--- src/rtl/xbus_byte_strobe.sv ---
module xbus_byte_strobe (
  input  logic clk,
  input  logic rst_n,
  input  logic req_valid,
  input  logic req_a0,
  input  logic req_word,
  input  logic req_wide,
  input  logic sel_bytelane,
  output logic pin_a,
  output logic pin_b,
  output logic pin_c,
  output logic busy,
  output logic done
);

  typedef enum logic [2:0] {PH_IDLE, PH_T1A, PH_T1B, PH_T2A, PH_T2B} phase_t;

  phase_t ph;
  logic   a0_q, word_q, wide_q, sel_q;

  always_ff @(posedge clk or negedge rst_n) begin
    if (!rst_n) begin
      ph     <= PH_IDLE;
      a0_q   <= 1'b0;
      word_q <= 1'b0;
      wide_q <= 1'b0;
      sel_q  <= 1'b0;
      done   <= 1'b0;
    end else begin
      done <= (ph == PH_T2B);
      unique case (ph)
        PH_IDLE: if (req_valid) begin
          ph     <= PH_T1A;
          a0_q   <= req_a0;
          word_q <= req_word;
          wide_q <= req_wide;
          sel_q  <= sel_bytelane;
        end
        PH_T1A:  ph <= PH_T1B;
        PH_T1B:  ph <= PH_T2A;
        PH_T2A:  ph <= PH_T2B;
        default: ph <= PH_IDLE;
      endcase
    end
  end

  logic act, stb, hi_ln, lo_ln;
  assign act   = (ph != PH_IDLE);
  assign stb   = act && (ph != PH_T1A);
  assign hi_ln = word_q | ~a0_q;
  assign lo_ln = word_q |  a0_q;
  assign busy  = act;

  always_comb begin
    if (!act) begin
      {pin_a, pin_b, pin_c} = 3'b111;
    end else if (!wide_q) begin
      {pin_a, pin_b, pin_c} = {a0_q, 1'b1, ~stb};
    end else if (!sel_q) begin
      {pin_a, pin_b, pin_c} = {a0_q, ~(stb & hi_ln), ~(stb & lo_ln)};
    end else begin
      {pin_a, pin_b, pin_c} = {~hi_ln, ~lo_ln, ~stb};
    end
  end

endmodule

--- config.mk ---
export PLATFORM = sky130hd
export DESIGN_NAME = xbus_byte_strobe
export DESIGN_NICKNAME = d
export VERILOG_FILES = /design/src/rtl/xbus_byte_strobe.sv
export SDC_FILE = /design/constraint.sdc
export NUM_CORES = 1
export LEC_CHECK = 0
export CORE_AREA = 2 2 39 41
export CTS_CLUSTER_DIAMETER = 150
export DETAILED_ROUTE_END_ITERATION = 8
export DIE_AREA = 0 0 41 43
export HOLD_SLACK_MARGIN = 0.1
export PLACE_DENSITY = 0.64
export SYNTH_ARGS = -nofsm -noshare
export SYNTH_HDL_FRONTEND = slang
export SYNTH_SLANG_ARGS = --single-unit
--- constraint.sdc ---
create_clock -name clk -period 1.6 [get_ports clk]
set_input_delay 0.4 -clock clk [delete_from_list [all_inputs] [get_ports clk]]
set_output_delay 0.4 -clock clk [all_outputs]
set_load 0.01 [all_outputs]
### Word level (Yosys, flattened, before mapping)

Cells that the tools add are included.

| cells by class | value |
|---|---|
| multiplexer cells | 11 |
| shift operators | 0 |
| multipliers | 0 |
| add/sub/neg operators | 0 |
| reduce and logical (&&, ||, !) cells | 4 |
| bitwise gates (word level) | 10 |
| divide/modulo/power cells | 0 |
| magnitude comparators | 0 |
| equality and inequality tests | 6 |

Operators with widths:

| cell | count |
|---|---|
| $pmux W3 S4 | 1 |
| $mux W1 | 9 |
| $eq A3 B2 Y1 const B | 2 |
| $not A1 Y1 | 6 |
| $eq A3 B1 Y1 const B | 1 |
| $eq A3 B3 Y1 const B | 1 |
| $logic_not A3 Y1 | 1 |
| $mux W3 | 1 |
| $ne A3 B1 Y1 const B | 1 |
| $reduce_bool A3 Y1 | 1 |
| $and A1 B1 Y1 | 2 |
| $ne A2 B2 Y1 const B | 1 |
| $or A1 B1 Y1 | 2 |
| $reduce_and A2 Y1 | 1 |
| $logic_and A1 B1 Y1 | 1 |

| storage, ports and cells | value |
|---|---|
| bits in latches | 0 |
| register bits | 8 |
| memories | 0 |
| input bits | 7 |
| output and inout port bits | 5 |
| memory bits (writable) | 0 |
| word-level logic and storage cells | 37 |
| memory bits (read-only) | 0 |

### Longest topological paths before layout

| depth | value |
|---|---|
| depth in word-level cells | 7 |
| depth in mapped cells | 3 |
| depth with buffers taken out | 2 |

### Worst setup path before layout

No wires, ideal clock.

| timing path | value |
|---|---|
| path kind | reg2out |
| start point | reg word_q |
| end point | out pin_c |
| setup slack | 0.034 ns |
| buffers on the path | 0 |
| required time | 1.200 ns |
| cell stages (with the launch flop) | 3 |
| arrival | 1.166 ns |
| path through | dfrtp_1 > or4b_2 > o21ai_0 |

| on the way | value |
|---|---|
| longest elaborated chain between the ends | 6 |

Ends and longest elaborated chain:

| element | line | text |
|---|---|---|
| from (decl) | 19 | `logic a0_q, word_q, wide_q, sel_q;` |
| from (signal assigned) | 35 | `word_q <= req_word;` |
| $or A1 B1 Y1 | 51 | `assign lo_ln = word_q \| a0_q;` |
| $and A1 B1 Y1 | 60 | `{pin_a, pin_b, pin_c} = {a0_q, ~(stb & hi_ln), ~(stb & lo_ln)};` |
| $not A1 Y1 | 60 |  |
| $mux W1 | 59 | `end else if (!sel_q) begin` |
| $mux W1 | 57 | `end else if (!wide_q) begin` |
| $mux W1 | 55 | `if (!act) begin` |
| to (decl) | 11 | `output logic pin_c,` |

Every way passes these cells.

### Worst setup path after layout

| timing path | value |
|---|---|
| start point | reg a0_q |
| end point | out pin_c |

| on the way | value |
|---|---|
| longest elaborated chain between the ends | 6 |

Ends and longest elaborated chain:

| element | line | text |
|---|---|---|
| from (decl) | 19 |  |
| from (signal assigned) | 34 | `a0_q <= req_a0;` |
| $or A1 B1 Y1 | 51 |  |
| $and A1 B1 Y1 | 60 |  |
| $not A1 Y1 | 60 |  |
| $mux W1 | 59 |  |
| $mux W1 | 57 |  |
| $mux W1 | 55 |  |

Every way passes these cells.

==> reports/metrics.cfg <==
[die]
die_w_um = 41
core_um2 = 1380
rows = 14
die_y_um = 43
initial_core_util_pct = 27.4
die-area_um2 = 1760
io_pins = 12

[outcome]
violations = setup timing
status = finished with violations

[global_route]
grt_pass1_wl_um = 1210
grt_overflow = 0
antenna_found_initial = 0
grt_pass1_vias = 308
grt_max_degree = 9
grt_util_all_layers_pct = 10.9

[layout]
final_core_util_pct = 43.4
area_growth_syn_to_layout_pct = 58.4
final_common_cell = buf_4
mostFrequentLayoutCells = 11 x buf_4, 8 x dfrtp_1, 7 x clkdlybuf4s50_1
fillers = 138
layout.nets = 64
final_layout_size_suffix_gt1_share_pct = 43.6
diodes = 0

[clocking]
cts.path.max_buffers = 2
cts_hold_buf = 0
clk_latency_ns = 0.24
h-tree-depth = 1
cts.sinks = 8
cts.clk_slew.worst_paths_ns = 0.05
cts_buffers = 3
tritoncts = built
root_buffer = clkbuf_4

[routing]
avgViaCountPerCell = 4.34
drc = 0
dr.pass1.iters = 4
wl_um = 751
ant_nets = 0
dr_total_vias = 308
wire_per_inst_um = 10.6
drt-initial-drc-count = 3

[pwr]
peakVddDrop_uv = 757
total_leakage_power_nw = 0.281
pwr_density_cell_nw_per_um2 = 2010

[synth]
synth_cell_types = 18
syn_nets = 38
ys_warn_count = 0
synth-seq-cells = 8
avgSynthCellArea_um2 = 12.2
synthCells = 31
syn_area_um2 = 379
yosys-top-cells-area = dfrtp_1 53%, nor4b_4 6.3%, mux2_1 5.9%
synth_top_cell_by_area = dfrtp_1
synth-seq-area-share_pct = 52.8
yosysTopAreaCellShare_pct = 52.8

[placed_design]
place.gp.congestion = 0.722
dp_hpwl_um = 596
port-buffer-count = 11

[sta]
holdWs_ns = 0.429
worst_pin_slew_ns = 0.355
timing.final.ws_setup_ns = -0.150
fmax_mhz = 571
finalHoldViolations = 0
final_max_slew_viol_count = 0
slew_headroom_pct = 76.3
period_share_pct = 109
rsz0062_at_grt = yes
setup_violations = 3
fin_worst_skew_ns = 0.00139
finalCriticalPeriod_ns = 1.75

[run]
drv_cap = 0

[setup_path]
cp-start-kind = register
worstPathArrival_ns = 1.35
critPathKind = register to output pin
crit_path_end_kind = output pin
crit_required_ns = 1.20
critPathMaxFanout = 2

[min_path]
hp-class = primary input to async pin

[routing by layer]
layer / vias to the layer above / track usage, % / part of all wire, %
li1: 160 / - / -
met1: 142 / 12.7 / 48
met2: 6 / 15.0 / 48
met3: 0 / 3.14 / 3.6
met4: 0 / 10.0 / 0
met5: - / 0 / 0
[repair_timing]
item | 4_1_cts | 5_1_grt
buffers inserted | 1 | 1
pin swaps | 4 | 0
cloned | 0 | 0
gates resized for setup | 20 | 1
endpoints found under the hold margin | 0 | 0
setup endpoints to repair | 4 | 3
[flip-flops by register name (all words and copies together), names as in the netlist]
signal / flops
word_q: 1
a0_q: 1
wide_q: 1
sel_q: 1
ph: 3
done: 1
[cells in the mapped netlist (all sizes together)]
cell,instances
and3,1
o211ai,1
nor4b,1
or4b,1
o21ai,2
or3,1
dfrtp,8
mux2,4
buf,2
nor3b,1
nand2,1
nor3,1
xnor2,2
a211o,1
inv,1
nor2,3
[final timing paths]
path	from	to	slack, ns	depth (start not counted)
setup / recovery	a0_q	pin_c	-0.15	3
hold / removal	rst_n	sel_q	0.43	1
setup reg to reg	ph[1]	sel_q	0.09	5
hold reg to reg	a0_q	a0_q	0.60	2
max in group asynchronous	rst_n	ph[2]	0.91	1
min in group clk	a0_q	a0_q	0.60	2
[worst max-delay path, stage by stage, from the launching register on]
cell,delay (ns)
dfrtp_1,0.37
or4b_4,0.54
o21ai_2,0.06
buf_2,0.14
[per-stage QoR]
stage	setup TNS, ns	area, µm²	worst slack [ns]	instances	power [mW]
2_1_floorplan	0	379	0.0340	31	0.712
3_3_place_gp	-1.26	572	-0.442	66	1.06
3_5_place_dp	-1.35	572	-0.479	66	1.07
4_1_cts	-0.300	589	-0.188	70	1.20
5_1_grt	-0.415	601	-0.202	71	1.31
6_report	-0.229	601	-0.150	71	1.21
[cell type report]
class	instances	area [µm²]	area share, %
Timing Repair Buffer	23	184	30.6
Multi-Input combinational cell	20	170	28.3
Sequential cell	8	200	33.3
Tap cell	16	20.0	3.33
Clock buffer	3	22.5	3.75
Inverter	1	3.75	0.625
[kinds of logic after synthesis]
family / after synthesis / share of synthesized area (%)
AND/OR/NAND/NOR: 10 / 19.5
flip-flops: 8 / 52.8
AO/OA/AOI/OAI: 4 / 6.93
multiplexers: 4 / 11.9
buffers and inverters: 3 / 4.29
XOR/XNOR: 2 / 4.62
[where the power goes]
part	internal, mW	switching, mW
registers	0.298	0.0620
logic	0.410	0.290
clock network	0.0854	0.0624
Note: power is estimated with default switching activity, not from simulation.
